**config.mk**
```make
export PLATFORM = sky130hd
export DESIGN_NAME = spi_sclk_gen
export DESIGN_NICKNAME = d
export VERILOG_FILES = /design/src/rtl/spi_sclk_pkg.sv /design/src/rtl/spi_half_timer.sv /design/src/rtl/spi_edge_seq.sv /design/src/rtl/spi_sclk_gen.sv
export SDC_FILE = /design/constraint.sdc
export NUM_CORES = 1
export LEC_CHECK = 0
export ABC_AREA = 1
export BUFFER_PORTS_ARGS = -buffer_cell sky130_fd_sc_hd__clkbuf_2
export CORE_UTILIZATION = 58
export DETAILED_ROUTE_END_ITERATION = 8
export PLACE_DENSITY = 0.8
export SLEW_MARGIN = 20
export SYNTH_ARGS = -nofsm -noshare
export SYNTH_HDL_FRONTEND = slang
export SYNTH_SLANG_ARGS = --single-unit
```
**constraint.sdc**
```tcl
create_clock -name clk -period 2 [get_ports clk]
set_input_delay 0.6 -clock clk [delete_from_list [all_inputs] [get_ports clk]]
set_output_delay 0.6 -clock clk [all_outputs]
set_load 0.05 [all_outputs]
```
**src/rtl/spi_sclk_pkg.sv**
```systemverilog
package spi_sclk_pkg;
  localparam int CFG_EN_BIT   = 0;
  localparam int CFG_CPOL_BIT = 1;
  localparam int CFG_CPHA_BIT = 2;
  localparam int CFG_CODE_LSB = 3;

  typedef enum logic {SEQ_IDLE = 1'b0, SEQ_SHIFT = 1'b1} seq_state_e;
endpackage

```
**src/rtl/spi_half_timer.sv**
```systemverilog
module spi_half_timer #(
  parameter int CODE_W = 3,
  parameter int HALF_W = 8
) (
  input  logic              clk,
  input  logic              rst_n,
  input  logic              restart,
  input  logic              run,
  input  logic [CODE_W-1:0] code,
  output logic              tick
);
  logic [HALF_W-1:0] cnt;
  logic [HALF_W-1:0] last;

  // half period is 1 << code reference cycles
  assign last = (HALF_W'(1) << code) - HALF_W'(1);
  assign tick = run && (cnt == last);

  always_ff @(posedge clk or negedge rst_n) begin
    if (!rst_n) begin
      cnt <= '0;
    end else if (restart) begin
      cnt <= '0;
    end else if (run) begin
      cnt <= tick ? '0 : cnt + HALF_W'(1);
    end
  end
endmodule

```
**src/rtl/spi_edge_seq.sv**
```systemverilog
module spi_edge_seq
  import spi_sclk_pkg::*;
#(
  parameter int BITS_W = 8
) (
  input  logic              clk,
  input  logic              rst_n,
  input  logic              accept,
  input  logic [BITS_W-1:0] nbits,
  input  logic              cpha_in,
  input  logic              cpol_in,
  input  logic              en,
  input  logic              tick,
  output logic              sclk,
  output logic              launch_stb,
  output logic              sample_stb,
  output logic              busy
);
  localparam int EDGE_W = BITS_W + 1;

  seq_state_e        state;
  logic [EDGE_W-1:0] edges;
  logic [EDGE_W-1:0] total;
  logic [EDGE_W-1:0] next_edge;
  logic              cpha_q;
  logic              odd_edge;
  logic              last_edge;

  assign next_edge = edges + EDGE_W'(1);
  assign odd_edge  = ~edges[0];
  assign last_edge = (next_edge == total);
  assign busy      = (state == SEQ_SHIFT);

  always_ff @(posedge clk or negedge rst_n) begin
    if (!rst_n) begin
      state      <= SEQ_IDLE;
      edges      <= '0;
      total      <= '0;
      cpha_q     <= 1'b0;
      sclk       <= 1'b0;
      launch_stb <= 1'b0;
      sample_stb <= 1'b0;
    end else begin
      launch_stb <= 1'b0;
      sample_stb <= 1'b0;
      if (accept) begin
        sclk <= cpol_in;
        if (nbits != '0) begin
          state      <= SEQ_SHIFT;
          edges      <= '0;
          total      <= {nbits, 1'b0};
          cpha_q     <= cpha_in;
          launch_stb <= ~cpha_in;
        end
      end else if (busy && en && tick) begin
        sclk  <= ~sclk;
        edges <= next_edge;
        if (odd_edge) begin
          sample_stb <= ~cpha_q;
          launch_stb <= cpha_q;
        end else begin
          sample_stb <= cpha_q;
          launch_stb <= ~cpha_q && !last_edge;
        end
        if (last_edge) state <= SEQ_IDLE;
      end else if (!busy && en) begin
        sclk <= cpol_in;
      end
    end
  end
endmodule

```
**src/rtl/spi_sclk_gen.sv**
```systemverilog
module spi_sclk_gen
  import spi_sclk_pkg::*;
#(
  parameter int CODE_W = 3,
  parameter int BITS_W = 8,
  localparam int CFG_W  = CFG_CODE_LSB + CODE_W,
  localparam int HALF_W = 1 << CODE_W
) (
  input  logic              clk,
  input  logic              rst_n,
  input  logic [CFG_W-1:0]  cfg_word,
  input  logic              start_valid,
  output logic              start_ready,
  input  logic [BITS_W-1:0] start_bits,
  output logic              sclk,
  output logic              launch_stb,
  output logic              sample_stb
);
  logic              en;
  logic              busy;
  logic              accept;
  logic              tick;
  logic [CODE_W-1:0] code_q;

  assign en          = cfg_word[CFG_EN_BIT];
  assign start_ready = en && !busy;
  assign accept      = start_valid && start_ready;

  always_ff @(posedge clk or negedge rst_n) begin
    if (!rst_n)      code_q <= '0;
    else if (accept) code_q <= cfg_word[CFG_CODE_LSB +: CODE_W];
  end

  spi_half_timer #(.CODE_W(CODE_W), .HALF_W(HALF_W)) u_timer (
    .clk     (clk),
    .rst_n   (rst_n),
    .restart (accept),
    .run     (busy && en),
    .code    (code_q),
    .tick    (tick)
  );

  spi_edge_seq #(.BITS_W(BITS_W)) u_seq (
    .clk        (clk),
    .rst_n      (rst_n),
    .accept     (accept),
    .nbits      (start_bits),
    .cpha_in    (cfg_word[CFG_CPHA_BIT]),
    .cpol_in    (cfg_word[CFG_CPOL_BIT]),
    .en         (en),
    .tick       (tick),
    .sclk       (sclk),
    .launch_stb (launch_stb),
    .sample_stb (sample_stb),
    .busy       (busy)
  );
endmodule

```
==> impl_metrics.csv <==
group,metric,value,unit
status,status,"complete, no violations",
floorplan,pin_count,21,
cts,clock_latency,350,ps
detailed_routing,drtIter0Drc,72,
power,finalPower,2.76,mW
final_layout,layout-drive-gt1-share,19.9,%
setup_path,worstReg2RegStart,"u_seq.edges[1]",
synth,netlist_area,1950,µm²
global_route,grt.overflow.total,0,
timing,rsz0062_at_grt,"false",
floorplan,rows,20,
placed_design,dp_slack,164,ps
placed_design,gp_congestion,0.833,
cts,cts_hold_buffers,0,
final_layout,multiInputGateArea,983,µm²
timing,hold_viol,0,
cts,htree_num_levels,2,
placed_design,dpl.hpwl,2.87,mm
setup_path,crit_required,2230,ps
synth,synth-seq-area-share,42.4,%
floorplan,design.die.area,3590,µm²
synth,synthTopCellsByArea,"dfrtp_1, nand2_1, nand3_1",
timing,period_share,92.0,%
detailed_routing,routed_wl,3.79,mm
setup_path,critPathMaxStageDelay,440,ps
final_layout,area_delta_synth_final,12.1,%
detailed_routing,first_pass_iters,4,
global_route,antenna_found_initial,0,
timing,setup_tns,0,ps
cts,clk_pin_slew,100,ps
final_layout,register_area,826,µm²
timing,setup_viol,0,
synth,avgSynthCellArea,7.70,µm²
timing,period_needed,1840,ps
power,irDropWorstVdd,0.777,mV
worst_hold_path,hp-class,"input pin to async pin",
setup_path,ff2ff_path_depth,12,
synth,yosys_warnings,0,
setup_path,critPathKind,"flop to flop",
detailed_routing,vias,1675,
global_route,grt_use_total,25.2,%
cts,cts.sinks,33,
setup_path,cp.arrival,2070,ps
timing,finalMaxSlewViolations,0,
setup_path,crit_path_cell_trace,"ha_1, nand3_1, nand2_1, nand2_1, nand2_1, nand3_1, nor2_1, nand3_1, nor2_1, nand2_1, nand2_1, o21ai_1",
synth,synth_cell_types,36,
synth,synthCells,253,
timing,timing.fmax,544,MHz
setup_path,worst_setup_path_end_kind,"flop",
setup_path,crit_slowest_cell,"dfrtp_1",
timing,skew,3.93,ps
detailed_routing,wl_per_cell,11.6,µm
synth,yosysTopAreaCell,"dfrtp_1",
detailed_routing,drc,0,
timing,slew_headroom,72.8,%
setup_path,ff2ff_setup_slack,160,ps
cts,clockBufferDepth,2,
final_layout,nets,300,
timing,fin_ws,160,ps
power,p_per_area,1270,nW/µm²
cts,ctsRootBufferMaster,"clkbuf_4",
final_layout,n_fill_cell,262,
floorplan,core_area,3130,µm²
timing,worst_pin_slew,408,ps
global_route,grt_pass1_vias,1484,
synth,synth_top_area_share,42.4,%
setup_path,r2r_end,"u_seq.launch_stb",
cts,post_cts_buffers,0,
floorplan,fp.dieH,60.0,µm
job,maxCapViolCount,0,
floorplan,start_util,62.3,%
cts,ctsResizeCount,0,
timing,hold_slack,262,ps
global_route,grt_pass1_wl,6.49,mm
detailed_routing,via_per_inst,5.14,
synth,ys_seq_elements,33,
synth,synth_nets,272,
final_layout,num_antenna_cells,0,
global_route,grt_max_degree,34,
setup_path,path_common_cell,"nand2_1",
setup_path,cp-start-kind,"flop",
placed_design,port_buffers,20,
setup_path,cp_max_fo,6,
detailed_routing,drtAntennaViolNets,0,
cts,cts_buffers,5,
floorplan,die_w,60.0,µm
cts,cts_tree,"yes",
power,p_leak,1.10,nW
==> placed cells by master (no fill, tap or decap), types with 5 or more instances in the layout <==
| master | synthesis | final |
|---|---|---|
| nand2_1 | 74 | 74 |
| nor2_1 | 18 | 18 |
| inv_1 | 30 | 30 |
| clkbuf_4 | 0 | 5 |
| xor2_1 | 5 | 5 |
| nor2_2 | 6 | 5 |
| o21ai_0 | 6 | 6 |
| nand3_1 | 25 | 25 |
| clkbuf_2 | 0 | 20 |
| dfrtp_1 | 33 | 33 |
| a21oi_1 | 10 | 10 |
| o22ai_1 | 6 | 6 |
==> cells by family (layout without fill, tap and decap cells) <==
family          after synthesis  in the layout  synth area share, %
fa+ha+maj                     2              2                 1.28
buf+inv                      35             64                 7.39
simple gates                140            140                 33.1
xor+xnor                      9              9                 4.43
mux                           2              2                 1.16
compound gates               32             32                 10.2
flops                        33             33                 42.4
==> cell usage after synthesis <==
cell / count
nor4_1: 1
nand4_1: 3
nor3_2: 1
nor3b_1: 1
nand2_4: 1
inv_2: 2
a21oi_2: 1
nor3_1: 2
nand3_2: 2
ha_1: 2
or2_1: 1
nand2_2: 2
xor2_2: 1
o211ai_1: 1
nand2_1: 74
inv_1: 30
o21ai_1: 4
buf_2: 1
xnor2_1: 3
nor2_4: 1
mux2_2: 2
o21ai_2: 1
dfrtp_1: 33
or2_0: 1
xor2_1: 5
buf_4: 1
a21oi_1: 10
o22ai_2: 2
o22ai_1: 6
o21ai_0: 6
o21bai_2: 1
nand3_1: 25
nand3_4: 1
buf_6: 1
nor2_2: 6
nor2_1: 18
==> worst max-delay path: cells and delay by family (launching register included) <==
family          cells  cell delay [ps]
compound gates      1               60
flops               1              440
simple gates       10              920
fa+ha+maj           1              300
==> power by group <==
part           internal, mW  total [mW]  switching (mW)  leakage, nW
sequential            0.908        1.16           0.248        0.418
combinational         0.448        1.16           0.715        0.643
clock                 0.204       0.444           0.240       0.0413
==> routing by layer <==
layer	track usage (%)	routed length (µm)	up-vias
met5	0	0	-
met4	7.97	56	0
met3	7.79	196	6
met2	35.2	1600	44
met1	36.8	1940	749
li1	-	-	876
==> layout make-up <==
type | count | area share (%)
timing repair buffer | 24 | 5.96
sequential | 33 | 37.8
inverter | 32 | 5.50
clock inverter | 1 | 0.229
multi-input combinational | 185 | 45.0
clock buffer | 7 | 2.98
tap | 44 | 2.52
==> metrics by stage <==
stage | utilization, % | cells | instance area (µm²)
6_report | 69.8 | 326 | 2180
3_3_place_gp | 67.6 | 318 | 2110
3_5_place_dp | 67.6 | 318 | 2110
5_1_grt | 69.8 | 326 | 2180
2_1_floorplan | - | 253 | 1950
4_1_cts | 69.8 | 326 | 2180
==> state kept, by name (all words and copies together) (netlist names) <==
signal,count
u_seq.edges,9
u_seq.sample_stb,1
u_seq.busy,1
u_seq.launch_stb,1
u_seq.total,8
u_seq.cpha_q,1
code_q,3
u_timer.cnt,8
u_seq.sclk,1
==> how the worst max path moves through the flow <==
stage                   start                to  slack (ps)  depth (start not counted)
3_3_place_gp    start_bits[5]    u_seq.total[1]         160                          5
6_report       u_seq.edges[1]  u_seq.launch_stb         160                         12
5_1_grt        u_seq.edges[1]  u_seq.launch_stb           6                         12
3_5_place_dp      cfg_word[0]    u_timer.cnt[4]         160                          9
4_1_cts        u_seq.edges[1]  u_seq.launch_stb         150                         12
2_1_floorplan     cfg_word[0]    u_seq.edges[1]         200                          8
Power figures use the tool's default switching activity.
